$ cat config.mk
export PLATFORM = sky130hd
export DESIGN_NAME = cfg_index_bridge
export DESIGN_NICKNAME = d
export VERILOG_FILES = /design/src/rtl/cfgb_pkg.sv /design/src/rtl/cfgb_route.sv /design/src/rtl/cfgb_lanes.sv /design/src/rtl/cfgb_selector.sv /design/src/rtl/cfg_index_bridge.sv
export SDC_FILE = /design/constraint.sdc
export NUM_CORES = 1
export LEC_CHECK = 0
export ABC_AREA = 1
export BUFFER_PORTS_ARGS = -buffer_cell sky130_fd_sc_hd__buf_2
export CAP_MARGIN = 20
export CORE_MARGIN = 2
export CORE_UTILIZATION = 52
export DETAILED_ROUTE_END_ITERATION = 8
export GPL_TIMING_DRIVEN = 0
export PLACE_DENSITY = 0.87
export SLEW_MARGIN = 0
export SYNTH_ARGS = -nofsm -noshare
export SYNTH_HDL_FRONTEND = slang
export SYNTH_SLANG_ARGS = --single-unit
$ cat constraint.sdc
create_clock -name clk -period 4.3 [get_ports clk]
set_input_delay 0.43 -clock clk [delete_from_list [all_inputs] [get_ports clk]]
set_output_delay 0.43 -clock clk [all_outputs]
set_load 0.01 [all_outputs]
$ cat src/rtl/cfgb_pkg.sv
// Shared definitions for the indexed configuration bridge.
// Assumes a 32-bit data path and four byte lanes.
package cfgb_pkg;
    localparam int DATA_W  = 32;
    localparam int BE_W    = DATA_W / 8;
    localparam int BUS_LSB = 20;
    localparam int BUS_W   = 8;
    localparam int DEV_LSB = 15;
    localparam int DEV_W   = 5;
    localparam int FN_LSB  = 12;
    localparam int FN_W    = 3;

    localparam logic [1:0] SZ_BYTE = 2'd0;
    localparam logic [1:0] SZ_HALF = 2'd1;
    localparam logic [1:0] SZ_WORD = 2'd2;

    typedef enum logic [1:0] {
        RT_NONE   = 2'd0,
        RT_SELECT = 2'd1,
        RT_LOCAL  = 2'd2,
        RT_REMOTE = 2'd3
    } route_e;

    typedef enum logic [2:0] {
        ST_IDLE   = 3'd0,
        ST_SEL    = 3'd1,
        ST_LOC    = 3'd2,
        ST_DSREQ  = 3'd3,
        ST_DSWAIT = 3'd4,
        ST_RESP   = 3'd5
    } state_e;
endpackage

$ cat src/rtl/cfgb_route.sv
// Address classifier: decides whether a processor access hits the selector
// word, the data window (and then local or remote), or nothing at all.
// Assumes WIN_BASE is aligned to WIN_BYTES and the selector is word aligned.
module cfgb_route
    import cfgb_pkg::*;
#(
    parameter int          ADDR_W    = 16,
    parameter int          WIN_BYTES = 4096,
    parameter logic [15:0] WIN_BASE  = 16'h8000,
    parameter logic [15:0] SEL_ADDR  = 16'h9000,
    localparam int         OFF_W     = $clog2(WIN_BYTES)
) (
    input  logic [ADDR_W-1:0] addr,
    input  logic [1:0]        size,
    input  logic [BUS_W-1:0]  sel_bus,
    input  logic [DEV_W-1:0]  sel_dev,
    output route_e            route,
    output logic [OFF_W-1:0]  offset
);
    localparam logic [ADDR_W:0] WIN_LO = {1'b0, WIN_BASE[ADDR_W-1:0]};
    localparam logic [ADDR_W:0] WIN_HI = WIN_LO + (ADDR_W+1)'(WIN_BYTES);

    logic in_window;
    logic at_select;
    logic root_self;

    // Classify the address and pick the target for window hits.
    always_comb begin
        in_window = ({1'b0, addr} >= WIN_LO) && ({1'b0, addr} < WIN_HI);
        at_select = (addr[ADDR_W-1:2] == SEL_ADDR[ADDR_W-1:2]);
        root_self = (sel_bus == '0) && (sel_dev == '0);
        offset    = addr[OFF_W-1:0];
        if (size == 2'd3)      route = RT_NONE;
        else if (at_select)    route = RT_SELECT;
        else if (in_window)    route = root_self ? RT_LOCAL : RT_REMOTE;
        else                   route = RT_NONE;
    end
endmodule

$ cat src/rtl/cfgb_lanes.sv
// Byte-lane steering: byte enables and lane-replicated write data from size
// and low address bits, plus right-justification of a returned read word.
// Assumes size codes 0/1/2 = byte/half/word; code 3 yields no enables.
module cfgb_lanes
    import cfgb_pkg::*;
(
    input  logic [1:0]        size,
    input  logic [1:0]        lo,
    input  logic [DATA_W-1:0] wdata,
    input  logic [DATA_W-1:0] rword,
    output logic [BE_W-1:0]   be,
    output logic [DATA_W-1:0] wlanes,
    output logic [DATA_W-1:0] rjust
);
    logic [1:0]        alo;
    logic [DATA_W-1:0] shifted;

    // Align the low bits to the access size and form enables and write lanes.
    always_comb begin
        alo    = 2'd0;
        be     = '0;
        wlanes = wdata;
        case (size)
            SZ_BYTE: begin
                alo    = lo;
                be     = BE_W'(1) << lo;
                wlanes = {4{wdata[7:0]}};
            end
            SZ_HALF: begin
                alo    = {lo[1], 1'b0};
                be     = lo[1] ? 4'b1100 : 4'b0011;
                wlanes = {2{wdata[15:0]}};
            end
            SZ_WORD: begin
                alo    = 2'd0;
                be     = 4'b1111;
                wlanes = wdata;
            end
            default: begin
                alo    = 2'd0;
                be     = '0;
                wlanes = wdata;
            end
        endcase
    end

    // Shift the addressed bytes down and clear the bytes above the size.
    always_comb begin
        shifted = rword >> {alo, 3'b000};
        case (size)
            SZ_BYTE: rjust = {24'd0, shifted[7:0]};
            SZ_HALF: rjust = {16'd0, shifted[15:0]};
            default: rjust = shifted;
        endcase
    end
endmodule

$ cat src/rtl/cfgb_selector.sv
// Target selector word: holds bus/device/function at fixed bit positions,
// written with byte enables; bits outside the three fields stay zero.
module cfgb_selector
    import cfgb_pkg::*;
(
    input  logic              clk,
    input  logic              rst_n,
    input  logic              we,
    input  logic [BE_W-1:0]   be,
    input  logic [DATA_W-1:0] wlanes,
    output logic [DATA_W-1:0] packed_q,
    output logic [BUS_W-1:0]  bus,
    output logic [DEV_W-1:0]  dev,
    output logic [FN_W-1:0]   fn
);
    localparam logic [DATA_W-1:0] FIELD_MASK =
        ((DATA_W'(1) << (BUS_LSB + BUS_W)) - 1) & ~((DATA_W'(1) << FN_LSB) - 1);

    logic [DATA_W-1:0] lane_mask;
    logic [DATA_W-1:0] merged;

    // Expand byte enables into a bit mask and merge the new lanes.
    always_comb begin
        for (int i = 0; i < BE_W; i++) lane_mask[i*8 +: 8] = {8{be[i]}};
        merged = (packed_q & ~lane_mask) | (wlanes & lane_mask);
    end

    // Hold the selector, keeping only the field bits.
    always_ff @(posedge clk) begin
        if (!rst_n)   packed_q <= '0;
        else if (we)  packed_q <= merged & FIELD_MASK;
    end

    assign bus = packed_q[BUS_LSB +: BUS_W];
    assign dev = packed_q[DEV_LSB +: DEV_W];
    assign fn  = packed_q[FN_LSB  +: FN_W];

    // Reserved selector bits never become set.
    always_comb begin
        if (rst_n) AST_SEL_RSVD_ZERO: assert ((packed_q & ~FIELD_MASK) == '0);
    end
endmodule

$ cat src/rtl/cfg_index_bridge.sv
// Indexed configuration access bridge top. Accepts one processor access at
// a time, routes it to the selector, the local root registers or the
// downstream link, and returns a single-cycle response.
// Assumes the processor takes the response pulse without back-pressure.
module cfg_index_bridge
    import cfgb_pkg::*;
#(
    parameter int          ADDR_W    = 16,
    parameter int          WIN_BYTES = 4096,
    parameter logic [15:0] WIN_BASE  = 16'h8000,
    parameter logic [15:0] SEL_ADDR  = 16'h9000,
    localparam int         OFF_W     = $clog2(WIN_BYTES)
) (
    input  logic              clk,
    input  logic              rst_n,
    input  logic              ur_read_ones,
    input  logic              cpu_req_valid,
    output logic              cpu_req_ready,
    input  logic              cpu_req_write,
    input  logic [ADDR_W-1:0] cpu_req_addr,
    input  logic [1:0]        cpu_req_size,
    input  logic [31:0]       cpu_req_wdata,
    output logic              cpu_rsp_valid,
    output logic [31:0]       cpu_rsp_data,
    output logic              cpu_rsp_err,
    output logic              loc_req_valid,
    output logic              loc_req_write,
    output logic [OFF_W-1:0]  loc_req_off,
    output logic [3:0]        loc_req_be,
    output logic [31:0]       loc_req_wdata,
    input  logic [31:0]       loc_rsp_data,
    output logic              ds_req_valid,
    input  logic              ds_req_ready,
    output logic              ds_req_write,
    output logic [7:0]        ds_req_bus,
    output logic [4:0]        ds_req_dev,
    output logic [2:0]        ds_req_fn,
    output logic [OFF_W-1:0]  ds_req_off,
    output logic [3:0]        ds_req_be,
    output logic [31:0]       ds_req_wdata,
    input  logic              ds_rsp_valid,
    input  logic [31:0]       ds_rsp_data,
    input  logic              ds_rsp_ur
);
    state_e            state_q;
    route_e            route;
    logic [OFF_W-1:0]  offset;
    logic              wr_q;
    logic [1:0]        size_q;
    logic [OFF_W-1:0]  off_q;
    logic [DATA_W-1:0] wdata_q;
    logic [DATA_W-1:0] rword_q;
    logic              ones_q;
    logic              err_q;
    logic [BE_W-1:0]   be;
    logic [DATA_W-1:0] wlanes;
    logic [DATA_W-1:0] rjust;
    logic [DATA_W-1:0] sel_word;
    logic [BUS_W-1:0]  sel_bus;
    logic [DEV_W-1:0]  sel_dev;
    logic [FN_W-1:0]   sel_fn;
    logic              sel_we;
    logic              accept;

    cfgb_route #(
        .ADDR_W(ADDR_W), .WIN_BYTES(WIN_BYTES),
        .WIN_BASE(WIN_BASE), .SEL_ADDR(SEL_ADDR)
    ) u_route (
        .addr(cpu_req_addr), .size(cpu_req_size),
        .sel_bus(sel_bus), .sel_dev(sel_dev),
        .route(route), .offset(offset)
    );

    cfgb_lanes u_lanes (
        .size(size_q), .lo(off_q[1:0]), .wdata(wdata_q), .rword(rword_q),
        .be(be), .wlanes(wlanes), .rjust(rjust)
    );

    cfgb_selector u_sel (
        .clk(clk), .rst_n(rst_n), .we(sel_we), .be(be), .wlanes(wlanes),
        .packed_q(sel_word), .bus(sel_bus), .dev(sel_dev), .fn(sel_fn)
    );

    assign accept = cpu_req_valid && cpu_req_ready;
    assign sel_we = (state_q == ST_SEL) && wr_q;

    // Sequence one access from acceptance to its response pulse.
    always_ff @(posedge clk) begin
        if (!rst_n) begin
            state_q <= ST_IDLE;
            wr_q    <= 1'b0;
            size_q  <= SZ_WORD;
            off_q   <= '0;
            wdata_q <= '0;
            rword_q <= '0;
            ones_q  <= 1'b0;
            err_q   <= 1'b0;
        end else begin
            case (state_q)
                ST_IDLE: if (accept) begin
                    wr_q    <= cpu_req_write;
                    size_q  <= cpu_req_size;
                    off_q   <= offset;
                    wdata_q <= cpu_req_wdata;
                    rword_q <= '0;
                    err_q   <= 1'b0;
                    ones_q  <= (route == RT_NONE);
                    case (route)
                        RT_SELECT: state_q <= ST_SEL;
                        RT_LOCAL:  state_q <= ST_LOC;
                        RT_REMOTE: state_q <= ST_DSREQ;
                        default:   state_q <= ST_RESP;
                    endcase
                end
                ST_SEL: begin
                    rword_q <= sel_word;
                    state_q <= ST_RESP;
                end
                ST_LOC: begin
                    rword_q <= loc_rsp_data;
                    state_q <= ST_RESP;
                end
                ST_DSREQ: if (ds_req_ready) state_q <= ST_DSWAIT;
                ST_DSWAIT: if (ds_rsp_valid) begin
                    rword_q <= ds_rsp_data;
                    if (ds_rsp_ur) begin
                        if (!wr_q && ur_read_ones) ones_q <= 1'b1;
                        else                       err_q  <= 1'b1;
                    end
                    state_q <= ST_RESP;
                end
                ST_RESP: state_q <= ST_IDLE;
                default: state_q <= ST_IDLE;
            endcase
        end
    end

    // Drive the processor-side handshake and response data.
    always_comb begin
        cpu_req_ready = (state_q == ST_IDLE);
        cpu_rsp_valid = (state_q == ST_RESP);
        cpu_rsp_err   = cpu_rsp_valid && err_q;
        if (!cpu_rsp_valid || err_q) cpu_rsp_data = '0;
        else if (ones_q)             cpu_rsp_data = '1;
        else if (wr_q)               cpu_rsp_data = '0;
        else                         cpu_rsp_data = rjust;
    end

    // Drive the local root register access.
    always_comb begin
        loc_req_valid = (state_q == ST_LOC);
        loc_req_write = wr_q;
        loc_req_off   = {off_q[OFF_W-1:2], 2'b00};
        loc_req_be    = be;
        loc_req_wdata = wlanes;
    end

    // Drive the downstream configuration request.
    always_comb begin
        ds_req_valid = (state_q == ST_DSREQ);
        ds_req_write = wr_q;
        ds_req_bus   = sel_bus;
        ds_req_dev   = sel_dev;
        ds_req_fn    = sel_fn;
        ds_req_off   = {off_q[OFF_W-1:2], 2'b00};
        ds_req_be    = be;
        ds_req_wdata = wlanes;
    end

    // Protocol and routing checks.
    AST_DS_HOLD: assert property (@(posedge clk) disable iff (!rst_n)
        (ds_req_valid && !ds_req_ready) |=> (ds_req_valid && $stable(ds_req_off)
            && $stable(ds_req_be) && $stable(ds_req_bus) && $stable(ds_req_wdata)));
    AST_DS_NOT_ROOT: assert property (@(posedge clk) disable iff (!rst_n)
        ds_req_valid |-> !(ds_req_bus == '0 && ds_req_dev == '0));
    AST_ROUTE_EXCL: assert property (@(posedge clk) disable iff (!rst_n)
        !(ds_req_valid && loc_req_valid));
    AST_LOC_ROOT_ONLY: assert property (@(posedge clk) disable iff (!rst_n)
        loc_req_valid |-> (sel_word[27:15] == '0));
    AST_BE_SHAPE: assert property (@(posedge clk) disable iff (!rst_n)
        ds_req_valid |-> (ds_req_be inside {4'h1, 4'h2, 4'h4, 4'h8, 4'h3, 4'hC, 4'hF}));
    AST_ACCEPT_BLOCKS: assert property (@(posedge clk) disable iff (!rst_n)
        (cpu_req_valid && cpu_req_ready) |=> !cpu_req_ready);
    AST_RSP_PULSE: assert property (@(posedge clk) disable iff (!rst_n)
        cpu_rsp_valid |=> (!cpu_rsp_valid && cpu_req_ready));
    AST_SEL_STABLE: assert property (@(posedge clk) disable iff (!rst_n)
        (ds_req_valid || loc_req_valid || state_q == ST_DSWAIT) |=> $stable(sel_word));
    AST_ERR_ZERO: assert property (@(posedge clk) disable iff (!rst_n)
        cpu_rsp_err |-> (cpu_rsp_data == '0));
endmodule

==> impl_metrics.toml <==
[cts]
htree_num_levels = 3
cts-root-buf = "clkbuf_16"
cts_sinks = 100
cts.clk_slew.worst_paths_ns = 0.08
tritoncts = "built"
ctsResizeCount = 0
cts_setup_buffers = 0
clock_latency_ns = 0.34
cts_buffer_depth = 2
cts_hold_buffers = 0
cts_buffers = 9

[setup_path]
endpoint = "cpu_rsp_data[11]"
rr_startpoint = "ds_req_write"
slowest_stage = "dfxtp_1"
arrival_ns = 2.14
worstSetupEndpointType = "output pin"
path_buf_inv = 3
reg2reg_slack_ns = 2.36
critPathMostFrequentCell = "nand2_1"
cp_cell_sequence = "nor2_4 > nand2_1 > inv_2 > buf_2 > nand2_1 > a31oi_1 > nand2_1 > a21oi_1 > buf_2"
path_class = "flip-flop to output pin"
cp_max_fo = 10
critPathMaxStageDelay_ns = 0.34
reg2reg_depth = 7
crit_cells = 9
critPathLaunch = "size_q[1]"
cpLargestDelayFamily = "simple AND/OR/NAND/NOR gates"
crit_path_start_kind = "flip-flop"
required_ns = 3.87

[timing]
fmax_ghz = 0.389
slew_violations = 0
final.setup_skew_ns = 0.0125
period_share_pct = 59.7
hold_viol = 0
finalSetupTns_ns = 0
setup_viol = 0
period_minus_slack_ns = 2.57
slew-limit-headroom_pct = 47.2
worst_pin_slew_ns = 0.791
rsz0062_at_grt = "no"

[layout]
drive_above_1_share_pct = 37.2
antenna_cells = 0
syn2layout_area_growth_pct = 30.7
final_util_pct = 69.1
nets = 1292

[place]
port_buffers = 268
globalplace.congestion = 0.987
place_hpwl_um = 16800

[synth]
yosysWarnings = 0
synth_fa_ha_area_share_pct = 0
netlist_instances = 888
synth-simple-area-share_pct = 24.0
synth.area.mux_share_pct = 0
yosys.area.top_type = "dfxtp_1"
ys.flop_type = "dfxtp_1"
synth-seq-cells = 100
ys_seq_area_share_pct = 33.3
synthTopCellsByArea = "dfxtp_1 (33%), nand2_1 (15%), a21oi_1 (11%), buf_4 (9.2%), o21ai_0 (4.5%)"
synth_top_cell_area_share_pct = 33.3
synth_most_common_cell = "nand2_1"
synth_commonest_cells = "nand2_1 (240), a21oi_1 (129), dfxtp_1 (100)"
syn_avg_cell_area_um2 = 6.77
synth_edf_count = 0
synth-xor-area-share_pct = 0
synth-async-reset-ratio_pct = 0
synth_area_um2 = 6010
synth_cell_types = 36
synth_top_family_by_area = "compound AO/OA/AOI/OAI gates"
synth_compound_area_share_pct = 24.7

[power]
p_per_area_nw_per_um2 = 452
leakage_nw = 3.87
ir_drop_uv = 264

[detailed_routing]
drt-vias-per-instance = 5.26
ant_nets = 0
route.detailed.drc = 0
vias = 6927
wire_per_inst_um = 15.7
dr.pass1.iters = 7
initialDrtViolationCount = 596
wl_um = 20700

[global_route]
grt_util_all_layers_pct = 32.0
grt_pass1_wl_um = 31800
grt_max_degree = 19
globalRouteOverflowTotal = 0
grt_pass1_vias = 6307
antenna_found_initial = 0

[floorplan]
die_width_um = 112
die_h_um = 112
start_util_pct = 52.9
num_rows = 39
coreArea_um2 = 11400
die_area_um2 = 12400
pin_count = 273

[worst_hold_path]
hp-class = "input port to flip-flop"
min_path_cells = 3

[flow_run]
drv_cap = 0

[outcome]
status = "completed"
## layout by cell type (no fill, tap or decap), types with 3 or more instances in the layout
cell type | Yosys | final
inv_2 | 9 | 9
dfxtp_1 | 100 | 100
nor2_2 | 3 | 3
nor2_1 | 36 | 36
inv_1 | 58 | 58
a31oi_1 | 8 | 8
nand2_1 | 240 | 240
nor3_1 | 5 | 5
a21oi_2 | 12 | 12
o221ai_1 | 8 | 8
a21oi_1 | 129 | 129
a21boi_0 | 3 | 3
nor2_4 | 3 | 3
buf_2 | 23 | 291
o21ai_0 | 54 | 54
nand3_1 | 37 | 37
nand2_2 | 14 | 14
inv_6 | 0 | 3
o21a_1 | 3 | 3
o21ai_1 | 8 | 8
buf_4 | 74 | 74
buf_6 | 5 | 5
o211ai_1 | 6 | 6
conb_1 | 1 | 4
buf_1 | 4 | 4
clkbuf_16 | 0 | 9
a22o_1 | 16 | 16
clkbuf_1 | 16 | 16
## metrics by stage
stage / cells / hold slack (ns) / total power [W] / worst slack [ns] / instance area [um2]
3_5_place_dp: 1302 / 0.457 / 0.00269 / 2.14 / 7550
2_1_floorplan: 891 / 0.430 / 0.00218 / 2.52 / 6030
4_1_cts: 1318 / 0.321 / 0.00354 / 1.77 / 7860
6_report: 1318 / 0.322 / 0.00355 / 1.73 / 7860
3_3_place_gp: 1302 / 0.452 / 0.00267 / 2.15 / 7550
5_1_grt: 1318 / 0.337 / 0.00375 / 1.58 / 7860
## kinds of logic (layout without fill, tap and decap cells)
family                 Yosys count  count (layout)
AND/OR/NAND/NOR                342             342
AO/OA/AOI/OAI                  253             253
buffers and inverters          192             476
flip-flops                     100             100
other                            1               4
## worst min path at each step
stage | startpoint | to | slack, ns
global placement | rword_q[5] | rword_q[5] | 0.45
global route | cpu_req_wdata[18] | wdata_q[18] | 0.34
CTS | cpu_req_size[1] | size_q[1] | 0.32
finish | cpu_req_size[1] | size_q[1] | 0.32
detailed placement | wdata_q[20] | wdata_q[20] | 0.46
floorplan | wdata_q[24] | wdata_q[24] | 0.43
## layer usage
| metal | vias to the layer above | GRT usage (%) | share of wire [%] |
|---|---|---|---|
| li1 | 3421 | - | - |
| met1 | 3119 | 40.9 | 40 |
| met2 | 360 | 54.8 | 48 |
| met3 | 27 | 7.24 | 9.9 |
| met4 | 0 | 8.56 | 1.6 |
| met5 | - | 0 | 0 |
## layout make-up
type / count / area (um2)
inverters: 69 / 264
well taps: 143 / 179
flip-flops and latches: 100 / 2000
multi-input cells: 599 / 2940
clock inverters: 6 / 76.3
repair buffers: 268 / 1340
fillers: 1051 / 3510
clock buffers: 10 / 239
plain buffers: 123 / 817
## where the power goes
part	leakage [nW]	total, W	internal (W)	switching [W]
clock network	0.156	0.000857	0.000479	0.000378
registers	0.816	0.00115	0.00105	0.000102
logic	2.90	0.00155	0.000627	0.000920
total	3.87	0.00355	0.00215	0.00140
## tightest hold or removal path: stages
cell and delay [ns]:
buf_2 0.09, nand2_1 0.05, o211ai_1 0.06
Power figures use the tool's default switching activity.
